**src/rtl/lsu_pkg.sv**
```systemverilog
package lsu_pkg;
  typedef enum logic [1:0] {
    SZ_BYTE = 2'b00,
    SZ_HALF = 2'b01,
    SZ_WORD = 2'b10,
    SZ_WIDE = 2'b11
  } lsu_size_e;

  localparam int CODE_W = 5;
  localparam logic [CODE_W-1:0] CODE_NONE     = 5'd0;
  localparam logic [CODE_W-1:0] CODE_LOAD_BAD = 5'd4;
  localparam logic [CODE_W-1:0] CODE_STOR_BAD = 5'd5;
endpackage

```
**src/rtl/lsu_agen.sv**
```systemverilog
module lsu_agen
  import lsu_pkg::*;
#(
  parameter int AW   = 32,
  parameter int OFFW = 16
) (
  input  logic [AW-1:0]   base,
  input  logic [OFFW-1:0] disp,
  input  logic [1:0]      size,
  input  logic            user,
  output logic [AW-1:0]   ea,
  output logic            misaligned,
  output logic            priv_fault
);
  localparam int EXT = AW - OFFW;

  lsu_size_e sz;
  assign sz = lsu_size_e'(size);
  assign ea = base + {{EXT{disp[OFFW-1]}}, disp};

  always_comb begin
    unique case (sz)
      SZ_BYTE: misaligned = 1'b0;
      SZ_HALF: misaligned = ea[0];
      default: misaligned = |ea[1:0];
    endcase
  end

  // upper half of the space belongs to the kernel
  assign priv_fault = user & ea[AW-1];
endmodule

```
**src/rtl/lsu_store_lane.sv**
```systemverilog
module lsu_store_lane
  import lsu_pkg::*;
#(
  parameter int DW = 32
) (
  input  logic [DW-1:0]   src,
  input  logic [1:0]      size,
  input  logic [1:0]      offs,
  input  logic            kill,
  output logic [DW/8-1:0] be,
  output logic [DW-1:0]   data
);
  localparam int NL = DW / 8;

  lsu_size_e sz;
  assign sz = lsu_size_e'(size);

  int unsigned first;
  int unsigned span;
  always_comb begin
    unique case (sz)
      SZ_BYTE: begin first = 32'(offs);              span = 1;  end
      SZ_HALF: begin first = 32'({offs[1], 1'b0});  span = 2;  end
      default: begin first = 0;                      span = NL; end
    endcase
  end

  for (genvar k = 0; k < NL; k++) begin : g_lane
    // lane k is byte offset k, placed big-endian
    localparam int HI = DW - 1 - 8 * k;
    assign be[NL-1-k] = !kill && (k >= first) && (k < first + span);
    always_comb begin
      unique case (sz)
        SZ_BYTE: data[HI -: 8] = src[7:0];
        SZ_HALF: data[HI -: 8] = (k % 2 == 0) ? src[15:8] : src[7:0];
        default: data[HI -: 8] = src[HI -: 8];
      endcase
    end
  end
endmodule

```
**src/rtl/lsu_load_ext.sv**
```systemverilog
module lsu_load_ext
  import lsu_pkg::*;
#(
  parameter int DW = 32
) (
  input  logic [DW-1:0] word,
  input  logic [1:0]    lane,
  input  logic [1:0]    size,
  input  logic          zext,
  output logic [DW-1:0] value
);
  localparam int NL = DW / 8;

  lsu_size_e sz;
  assign sz = lsu_size_e'(size);

  logic [7:0] bytes [NL];
  for (genvar k = 0; k < NL; k++) begin : g_pick
    assign bytes[k] = word[DW-1-8*k -: 8];
  end

  logic [7:0]  b_sel;
  logic [15:0] h_sel;
  assign b_sel = bytes[lane];
  assign h_sel = lane[1] ? {bytes[2], bytes[3]} : {bytes[0], bytes[1]};

  always_comb begin
    unique case (sz)
      SZ_BYTE: value = {{(DW-8){b_sel[7] & !zext}}, b_sel};
      SZ_HALF: value = {{(DW-16){h_sel[15] & !zext}}, h_sel};
      default: value = word;
    endcase
  end
endmodule

```
**src/rtl/lsu_align_unit.sv**
```systemverilog
module lsu_align_unit
  import lsu_pkg::*;
#(
  parameter int AW   = 32,
  parameter int DW   = 32,
  parameter int OFFW = 16
) (
  input  logic              clk,
  input  logic              rst_n,
  input  logic              req_valid,
  output logic              req_ready,
  input  logic [AW-1:0]     req_base,
  input  logic [OFFW-1:0]   req_disp,
  input  logic [1:0]        req_size,
  input  logic              req_store,
  input  logic              req_user,
  input  logic [DW-1:0]     req_wdata,
  output logic              acc_valid,
  input  logic              acc_ready,
  output logic [AW-1:0]     acc_addr,
  output logic [DW/8-1:0]   acc_be,
  output logic [DW-1:0]     acc_wdata,
  output logic              acc_store,
  output logic              acc_err,
  output logic [CODE_W-1:0] acc_code,
  input  logic [DW-1:0]     ld_word,
  input  logic [1:0]        ld_lane,
  input  logic [1:0]        ld_size,
  input  logic              ld_unsigned,
  output logic [DW-1:0]     ld_value
);
  localparam int NL = DW / 8;

  logic [AW-1:0] ea;
  logic          mis, prv, bad;
  logic [NL-1:0] be_n;
  logic [DW-1:0] wd_n;

  lsu_agen #(.AW(AW), .OFFW(OFFW)) u_agen (
    .base(req_base), .disp(req_disp), .size(req_size), .user(req_user),
    .ea(ea), .misaligned(mis), .priv_fault(prv)
  );

  assign bad = mis | prv;

  lsu_store_lane #(.DW(DW)) u_lane (
    .src(req_wdata), .size(req_size), .offs(ea[1:0]), .kill(bad),
    .be(be_n), .data(wd_n)
  );

  lsu_load_ext #(.DW(DW)) u_ext (
    .word(ld_word), .lane(ld_lane), .size(ld_size), .zext(ld_unsigned),
    .value(ld_value)
  );

  logic take;
  assign req_ready = !acc_valid || acc_ready;
  assign take      = req_valid && req_ready;

  always_ff @(posedge clk or negedge rst_n) begin
    if (!rst_n) begin
      acc_valid <= 1'b0;
      acc_addr  <= '0;
      acc_be    <= '0;
      acc_wdata <= '0;
      acc_store <= 1'b0;
      acc_err   <= 1'b0;
      acc_code  <= CODE_NONE;
    end else if (take) begin
      acc_valid <= 1'b1;
      acc_addr  <= ea;
      acc_be    <= be_n;
      acc_wdata <= wd_n;
      acc_store <= req_store;
      acc_err   <= bad;
      acc_code  <= !bad ? CODE_NONE : (req_store ? CODE_STOR_BAD : CODE_LOAD_BAD);
    end else if (acc_ready) begin
      acc_valid <= 1'b0;
    end
  end
endmodule

```
**config.mk**
```make
export PLATFORM = sky130hd
export DESIGN_NAME = lsu_align_unit
export DESIGN_NICKNAME = d
export VERILOG_FILES = /design/src/rtl/lsu_pkg.sv /design/src/rtl/lsu_agen.sv /design/src/rtl/lsu_store_lane.sv /design/src/rtl/lsu_load_ext.sv /design/src/rtl/lsu_align_unit.sv
export SDC_FILE = /design/constraint.sdc
export NUM_CORES = 1
export LEC_CHECK = 0
export BUFFER_PORTS_ARGS = -buffer_cell sky130_fd_sc_hd__buf_4
export CAP_MARGIN = 20
export CORE_ASPECT_RATIO = 0.7
export CORE_MARGIN = 8
export CORE_UTILIZATION = 30
export CTS_CLUSTER_SIZE = 12
export DETAILED_ROUTE_END_ITERATION = 10
export GPL_ROUTABILITY_DRIVEN = 0
export PLACE_DENSITY = 0.6
export SYNTH_ARGS = -nofsm -noshare
export SYNTH_HDL_FRONTEND = slang
export SYNTH_HIERARCHICAL = 1
export SYNTH_SLANG_ARGS = --single-unit
```
**constraint.sdc**
```tcl
create_clock -name clk -period 2.6 [get_ports clk]
set_input_delay 0.52 -clock clk [delete_from_list [all_inputs] [get_ports clk]]
set_output_delay 0.52 -clock clk [all_outputs]
set_load 0.01 [all_outputs]
```
== Word level (Yosys, flattened, before mapping) ==
Cells that the tools add are included.
Widths: inputs -> output; s select.

* Bits in registers: 76
* Bits of input ports: 125
* Output and inout port bits: 109
* Word-level logic and storage cells: 58

* $add $sub $neg: 2
* Magnitude comparators: 9
* Equality and inequality tests: 2
* Multiplexer cells: 15
* Bitwise operators: 5
* Reductions and logical operators: 18

{| class="wikitable"
|+ Operators by type and width
! operator !! count
|-
| $lt 1x32->1 const A || 2
|-
| $lt 2x32->1 const A || 2
|-
| $pmux 32 s2 || 1
|-
| $add 32x32->32 || 1
|-
| $mux 8 || 4
|-
| $bmux 8 s2 || 1
|-
| $mux 16 || 1
|-
| $pmux 8 s2 || 1
|-
| $logic_and 1x1->1 || 9
|-
| $pmux 3 s2 || 1
|-
| $add 2x3->4 || 1
|-
| $eq 2x1->1 const B || 2
|-
| $ge 1x2->1 const A || 2
|-
| $ge 2x2->1 const A || 2
|-
| $logic_not 2->1 || 2
|-
| $pmux 2 s2 || 1
|-
| $reduce_or 2->1 || 2
|-
| $and 1x1->1 || 3
|-
| $ge 3x3->1 const B || 1
|-
| $logic_not 1->1 || 3
|-
| $mux 1 || 3
|-
| $mux 3 || 1
|-
| $not 2->3 || 1
|-
| $pmux 1 s2 || 1
|-
| 3 further kinds || 3
|}

== Depth between registers and ports, before layout ==
Gate-level depths: netlist (run 1).

* Depth in word-level cells: 7
* Depth in mapped cells: 11
* Mapped depth without buffers: 10

== Hierarchy ==
The synthesis (run 1) kept the hierarchy.

{| class="wikitable"
|+ Modules (own cells, without submodules)
! module !! instances !! cells an instance !! area each (um2) !! seq. area each (um2)
|-
| lsu_align_unit || 1 || 161 || 3,016.6 || 1,801.7
|-
| lsu_agen || 1 || 277 || 1,919.3 || 0.0
|-
| lsu_load_ext || 1 || 105 || 818.3 || 0.0
|-
| lsu_store_lane || 1 || 72 || 578.1 || 0.0
|}

== Worst setup path after synthesis (run 1) ==
No wires, ideal clock.

* Path kind: input port to flip-flop
* Start point: in req_base[0]
* End point: reg acc_addr[28]
* Setup time: 125 ps
* Data arrival time: 2,708 ps
* Required time: 2,475 ps
* Setup slack: -233 ps
* Cell stages on the path: 9
* Buffers on the path: 0
* Path through: ha_1 > fa_1 > a211oi_2 > and4bb_4 > nor4b_4 > nor3_1 > o311a_1 > xor2_1 > mux2_4

* Cells in the longest elaborated chain, start to end: 1

{| class="wikitable"
|+ RTL lines
! what !! RTL line !! text
|-
| from (decl) || lsu_align_unit.sv:12 || <nowiki>input logic [AW-1:0] req_base,</nowiki>
|-
| $add 32x32->32 || lsu_agen.sv:19 || <nowiki>assign ea = base + {{EXT{disp[OFFW-1]}}, disp};</nowiki>
|-
| named net ea[28] || lsu_align_unit.sv:34 || <nowiki>logic [AW-1:0] ea;</nowiki>
|-
| to (signal assigned) || lsu_align_unit.sv:63 || <nowiki>acc_addr <= '0;</nowiki>
|-
| to (signal assigned) || lsu_align_unit.sv:71 || <nowiki>acc_addr <= ea;</nowiki>
|-
| to (decl) || lsu_align_unit.sv:20 || <nowiki>output logic [AW-1:0] acc_addr,</nowiki>
|}

The timed path passes the listed nets, and every way through them passes these cells.
A chain may end at the register's enable or synchronous reset.

== Final worst setup path (run 1) ==
* Start point: in req_disp[15]
* End point: reg acc_be[2]

* Cells in the longest elaborated chain, start to end: 6

{| class="wikitable"
|+ RTL lines
! what !! RTL line !! text
|-
| from (decl) || lsu_align_unit.sv:13 || <nowiki>input logic [OFFW-1:0] req_disp,</nowiki>
|-
| $add 32x32->32 || lsu_agen.sv:19 ||
|-
| $and 1x1->1 || lsu_agen.sv:30 || <nowiki>assign priv_fault = user & ea[AW-1];</nowiki>
|-
| named net prv || lsu_align_unit.sv:35 || <nowiki>logic mis, prv, bad;</nowiki>
|-
| $or 1x1->1 || lsu_align_unit.sv:44 || <nowiki>assign bad = mis | prv;</nowiki>
|-
| named net bad || lsu_align_unit.sv:35 ||
|-
| $logic_not 1->1 || lsu_store_lane.sv:31 || <nowiki>assign be[NL-1-k] = !kill && (k >= first) && (k < first + span);</nowiki>
|-
| $logic_and 1x1->1 (2 in a row) || lsu_store_lane.sv:31 ||
|-
| named net be_n[2] || lsu_align_unit.sv:36 || <nowiki>logic [NL-1:0] be_n;</nowiki>
|-
| to (signal assigned) || lsu_align_unit.sv:72 || <nowiki>acc_be <= be_n;</nowiki>
|-
| to (decl) || lsu_align_unit.sv:21 || <nowiki>output logic [DW/8-1:0] acc_be,</nowiki>
|}

The timed path passes the listed nets, and every way through them passes these cells.

==> flow_metrics.tcl, run 1 <==
set metrics [dict create \
    status "complete, no violations" \
    synthTopCellsByArea "dfrtp_1, mux2_4, ha_1" \
    die_w_um 190 \
    crit_type "input pin to flop" \
    worstRegToRegCells 4 \
    r2r_slack_ps 1080 \
    use_met3_pct 4.81 \
    muxShareOfSynthArea_pct 23.3 \
    cts-root-buf "clkbuf_16" \
    worstSkewPairLatency_ps 340 \
    cpPeakStageDelay_ps 350 \
    cts_hold_buf 0 \
    final_hold_viol_count 0 \
    r2r-end "acc_addr[24]$_DFFE_PN0P_" \
    drc 0 \
    synth-seq-cells 72 \
    tightest_slew_ps 626 \
    fin_nets 1072 \
    maxSlewViolCount 0 \
    firstDrtPassIters 5 \
    antenna_found_initial 0 \
    cpMaxStageDelayCell "nor4_4" \
    core_area_sq_um 20700 \
    ys_warn_count 6 \
    viasPerCell 4.88 \
    grt_max_degree 42 \
    cts_max_path_buffers 2 \
    grt-busiest-layer "met1" \
    synth_compound_area_share_pct 19.9 \
    r2r_start "acc_valid$_DFFE_PN0P_" \
    grt_overflow 0 \
    tritoncts "built" \
    worstSetupEndpointType "flop" \
    dieHeight_um 138 \
    synth_top_family_by_area "multiplexers" \
    grt_pass1_vias 5937 \
    path_max_fanout 7 \
    htree_num_levels 3 \
    core.rowCount 44 \
    skew_ps 3.53 \
    synth_xor_area_share_pct 4.15 \
    dpl_cell_area_sq_um 8890 \
    critical-path-top-delay-family "simple AND/OR/NAND/NOR gates" \
    synthAdderAreaFrac_pct 6.84 \
    crit_required_ps 2830 \
    crit_buf_inv 1 \
    wl_per_cell_um 17.7 \
    placedCellCount 1175 \
    async_flop_share_pct 100 \
    synth-edff-count 0 \
    dieArea_sq_um 26100 \
    area_growth_pct 47.9 \
    dpl_worst_slack_ps -438 \
    hpwl_mm 17.0 \
    start_util_pct 30.6 \
    clock_sinks 72 \
    synth_top_area_share_pct 28.5 \
    final_area_sq_um 9370 \
    cp-start-kind "input pin" \
    ios 234 \
    final_core_util_pct 45.2 \
    min_period_ps 2540 \
    synth_flop_cell "dfrtp_1" \
    rsz0062_at_grt "true" \
    crit_cells 11 \
    instances_no_fill 1194 \
    p_leak_nw 4.53 \
    synth.most_common_cell "mux2_4" \
    num_antenna_cells 0 \
    seq_area_frac_synth_pct 28.5 \
    n_fill_cell 1991 \
    port_buffers 230 \
    synth_common_cells "mux2_4, dfrtp_1, a21oi_1" \
    fin_setup_tns_ps 0 \
    relSlewSlack_pct 58.2 \
    syn_area_per_cell_sq_um 10.3 \
    cp.arrival_ps 2770 \
    vias 5828 \
    grt_pass1_wl_mm 32.9 \
    timing.final.ws_setup_ps 62.2 \
    ir_drop_mv 0.287 \
    grt_use_met1_pct 22.9 \
    grt_usage_pct 15.7 \
    hold_class "input pin to asynchronous set/reset pin" \
    syn_area_sq_um 6330 \
    syn_inst 615 \
    synth_area_leader_cell "dfrtp_1" \
    max_freq_mhz 394 \
    drive_gt1_share_pct 53.4 \
    numCtsBuffers 9 \
    grt_use_met2_pct 22.5 \
    ys_types 73 \
    drt_iter0_markers 373 \
    setup_viol 0 \
    finalCritPeriodShare_pct 97.6 \
    max-cap-violations 0 \
    cts.clk_slew.worst_paths_ps 70 \
    ant_nets 0 \
    synth-simple-area-share_pct 11.5 \
    wirelength_mm 21.2 \
    path_cells "buf_12 -> ha_4 -> nand4_1 -> nor4_4 -> a22o_1 -> a211oi_4 -> a21oi_2 -> mux2i_1 -> or2_4 -> nor2_1 -> mux2_4" \
    cellPowerDensity_nw_per_um2 556 \
]
-- logic make-up (layout without fill, tap and decap cells) --
family                     Yosys count  count (layout)
other                                1               3
buffers and inverters               53             354
AOI/OAI and AO/OA                  184             184
DFF                                 72              72
xor gates and xnor gates            30              30
muxes                              106             106
and+or+nand+nor                    135             135
adders and majority gates           34              34
-- per-stage QoR --
stage               total power [W]  hold WS (ps)
floorplan                   0.00282           224
global placement            0.00395           491
detailed placement          0.00397           494
CTS                         0.00523           149
global route                0.00551           171
finish                      0.00521           131
-- report_power, final --
part	leakage [nW]	switching, W	total [W]	internal, W
sequential	0.850	0.000173	0.00156	0.00139
combinational	3.55	0.00105	0.00242	0.00138
clock	0.131	0.000560	0.00122	0.000663
-- worst max path at each step --
stage | slack, ps | startpoint | endpoint
final | 60 | req_disp[15] | acc_be[2]$_DFFE_PN0P_
after global routing | -50 | req_base[10] | acc_be[1]$_DFFE_PN0P_
after CTS | 20 | req_disp[15] | acc_be[3]$_DFFE_PN0P_
after detailed placement | -440 | req_disp[15] | acc_be[3]$_DFFE_PN0P_
after global placement | -380 | req_disp[15] | acc_be[1]$_DFFE_PN0P_
after floorplan | -40 | req_base[0] | acc_addr[28]$_DFFE_PN0P_
-- routing by layer --
metal,vias to the layer above,wire length (um)
li1,2874,-
met1,2768,10600
met2,177,8760
met3,9,1650
met4,0,140
met5,-,0
-- flip-flops by register name, indices dropped and copies added (netlist names) --
name,count
acc_addr,32
acc_store,1
acc_be,4
acc_code,2
acc_wdata,32
acc_valid,1
-- layout make-up --
cell class                 count  area [sq um]  area share [%]
multi-input combinational    492          4350            46.4
timing repair buffer         329          2550            27.3
sequential                    72          1800            19.2
tap                          276           345            3.69
clock buffer                   9           225            2.40
clock inverter                 7          60.1           0.641
inverter                       9          33.8           0.361
-- worst reg2reg max path: stages, from the launching register on --
cell,delay (ps)
dfrtp_1,390
nand2b_4,80
nand2_4,230
buf_12,300
mux2_2,390
-- cells in the final DEF, fill, tap and decap left out, types with 10 or more instances in the layout --
cell type,Yosys,final
buf_4,15,322
mux2_4,79,79
dfrtp_1,72,72
a21oi_1,68,61
nand2_1,49,48
nor2_1,24,24
ha_1,33,24
o21ai_0,22,21
xnor2_1,19,19
mux2_2,16,16
o22a_1,14,14
mux2i_1,11,11
xor2_1,11,11
clkbuf_16,0,10
-- what timing repair did --
item | 4_1_cts | 5_1_grt
gates cloned | 0 | 1
pin swaps | 2 | 11
resized for setup | 3 | 23
setup endpoints to repair | 5 | 11
buffers inserted | 0 | 2
(Power assumes the default switching activity.)
==> run 2: changes to the inputs <==
--- a/config.mk
+++ b/config.mk
@@ -14,7 +14,9 @@
 export DETAILED_ROUTE_END_ITERATION = 10
 export GPL_ROUTABILITY_DRIVEN = 0
 export PLACE_DENSITY = 0.6
+export SETUP_SLACK_MARGIN = 0.3
 export SYNTH_ARGS = -nofsm -noshare
 export SYNTH_HDL_FRONTEND = slang
 export SYNTH_HIERARCHICAL = 1
 export SYNTH_SLANG_ARGS = --single-unit
+export TNS_END_PERCENT = 5
==> run 2 against run 1 <==
  * Non-clock buffer count is 14 higher
  * Worst hold slack lost 30 ps
  * First-iteration DRC count shrank 6.7%
  * Wire length grew 0.33%
  * Global-route usage shrank 0.11 points
  * Sequential cell count unchanged
  * Power up 3.5%
  * Sequential power barely moved
  * Combinational power is essentially flat
  * Clock skew up 4.1 ps
  * Clock power up 13%
  * Largest cell class unchanged
  * Largest power group unchanged
==> flow_metrics.tcl, run 2 (synthesized netlist as in run 1, its figures left out) <==
set metrics [dict create \
    num_antenna_cells 0 \
    clock_sinks 72 \
    port_buffers 230 \
    hold_class "input pin to asynchronous set/reset pin" \
    dieArea_sq_um 26100 \
    final_hold_viol_count 0 \
    crit_start "req_disp[0]" \
    grt_overflow 0 \
    setup_viol 0 \
    final_core_util_pct 46.4 \
    crit_type "input pin to flop" \
    path_cells "buf_6 -> ha_4 -> fa_2 -> a211oi_2 -> and4bb_4 -> nor4bb_4 -> o311a_1 -> and3_4 -> xnor2_2 -> mux2_4" \
    cellPowerDensity_nw_per_um2 561 \
    maxSlewViolCount 0 \
    rsz0062_at_grt "true" \
    max-cap-violations 0 \
    core.rowCount 44 \
    grt_pass1_wl_mm 32.8 \
    wirelength_mm 21.2 \
    min_period_ps 2470 \
    firstDrtPassIters 5 \
    endpoint "acc_addr[30]$_DFFE_PN0P_" \
    r2r_start "acc_valid$_DFFE_PN0P_" \
    final_area_sq_um 9610 \
    worstRegToRegCells 4 \
    start_util_pct 30.6 \
    fin_nets 1086 \
    cp-start-kind "input pin" \
    p_leak_nw 4.64 \
    finalCritPeriodShare_pct 95.0 \
    grt_usage_pct 15.6 \
    htree_num_levels 3 \
    cts.clk_slew.worst_paths_ps 60 \
    core_area_sq_um 20700 \
    tritoncts "built" \
    ir_drop_mv 0.279 \
    design_power_total_w 0.00539 \
    grt_max_degree 46 \
    hpwl_mm 17.0 \
    crit_cells 10 \
    dieHeight_um 138 \
    largestRegisters "acc_addr (32), acc_wdata (32), acc_be (4)" \
    layout_common_cells "buf_4, mux2_4, dfrtp_1, a21oi_1, nand2_1" \
    worstSkewPairLatency_ps 350 \
    drive_gt1_share_pct 54.8 \
    critical-path-top-delay-family "simple AND/OR/NAND/NOR gates" \
    wl_per_cell_um 17.6 \
    ant_nets 0 \
    cts_max_path_buffers 2 \
    cp.arrival_ps 2700 \
    drc 0 \
    layout_commonest_cell "buf_4" \
    cpMaxStageDelayCell "nor4bb_4" \
    crit_required_ps 2830 \
    worstSetupEndpointType "flop" \
    r2r-end "acc_wdata[16]$_DFFE_PN0P_" \
    die_w_um 190 \
    max_freq_mhz 405 \
    path_max_fanout 4 \
    cts_hold_buf 0 \
    vias 5938 \
    area_growth_pct 51.7 \
    drt_iter0_markers 348 \
    antenna_found_initial 0 \
    skew_ps 7.61 \
    ios 234 \
    grt_pass1_vias 6011 \
    cts-root-buf "clkbuf_16" \
    dpl_cell_area_sq_um 8950 \
    numCtsBuffers 9 \
    status "complete, no violations" \
    cpPeakStageDelay_ps 360 \
    crit_buf_inv 1 \
    r2r_slack_ps 1060 \
    viasPerCell 4.92 \
]
==> run 2: cell count changes in the layout (fill, tap and decap cells not counted), moves of 2 or more <==
| cell | delta |
|---|---|
| a21oi_1 | +2 |
| a21oi_2 | -2 |
| buf_4 | +11 |
| buf_6 | +2 |
| bufinv_16 | +2 |
| ha_1 | -3 |
| ha_4 | +4 |
==> run 2: report_power, final <==
part | switching, W | internal, W | total, W | leakage, nW
clock | 0.000525 | 0.000850 | 0.00138 | 0.153
sequential | 0.000173 | 0.00139 | 0.00156 | 0.850
combinational | 0.00105 | 0.00141 | 0.00245 | 3.63
total | 0.00174 | 0.00365 | 0.00539 | 4.64
==> run 2: worst min path at each step <==
stage,start,end,slack [ps],cells after the start
final,rst_n,acc_wdata[3]$_DFFE_PN0P_,100,1
after global routing,rst_n,acc_wdata[3]$_DFFE_PN0P_,120,1
after CTS,rst_n,acc_wdata[3]$_DFFE_PN0P_,100,1
after detailed placement,rst_n,acc_wdata[3]$_DFFE_PN0P_,480,1
after global placement,rst_n,acc_wdata[3]$_DFFE_PN0P_,480,1
after floorplan,rst_n,acc_addr[0]$_DFFE_PN0P_,220,0
==> run 2: worst register-to-register path, stage by stage (launching register included) <==
cell      delay, ps
dfrtp_1         400
nand2b_4         80
nand2_4         350
buf_4           280
mux2_4          310
==> run 2: what timing repair did <==
action                                  4_1_cts  5_1_grt
cloned                                        0        1
endpoints found under the setup margin       20       47
pin swaps                                    12       15
setup buffers                                 4        4
endpoints found under the hold margin         0        0
resized for setup                             8       30
==> run 2: area by class of cell <==
cell class / count / area (sq um)
clock buffers: 9 / 225
multi-input cells: 492 / 4410
repair buffers: 343 / 2690
clock inverters: 7 / 101
fillers: 1960 / 11100
well taps: 276 / 345
flip-flops and latches: 72 / 1800
inverters: 9 / 33.8
==> run 2: metrics by stage <==
step	setup TNS [ps]	hold slack, ps	std cells	setup slack, ps
after floorplan	-138	224	617	-39.1
after global routing	-6.69	122	1208	-6.69
final	0	101	1208	129
after CTS	0	101	1203	103
after detailed placement	-5170	478	1183	-364
after global placement	-4550	478	1183	-302
==> run 2: metal layers <==
| layer | global-route usage (%) | wire length (um) | up-vias |
|---|---|---|---|
| met3 | 4.38 | 1500 | 17 |
| li1 | - | - | 2905 |
| met5 | 0 | 0 | - |
| met1 | 22.4 | 10400 | 2813 |
| met4 | 2.81 | 180 | 0 |
| met2 | 23.1 | 9110 | 203 |
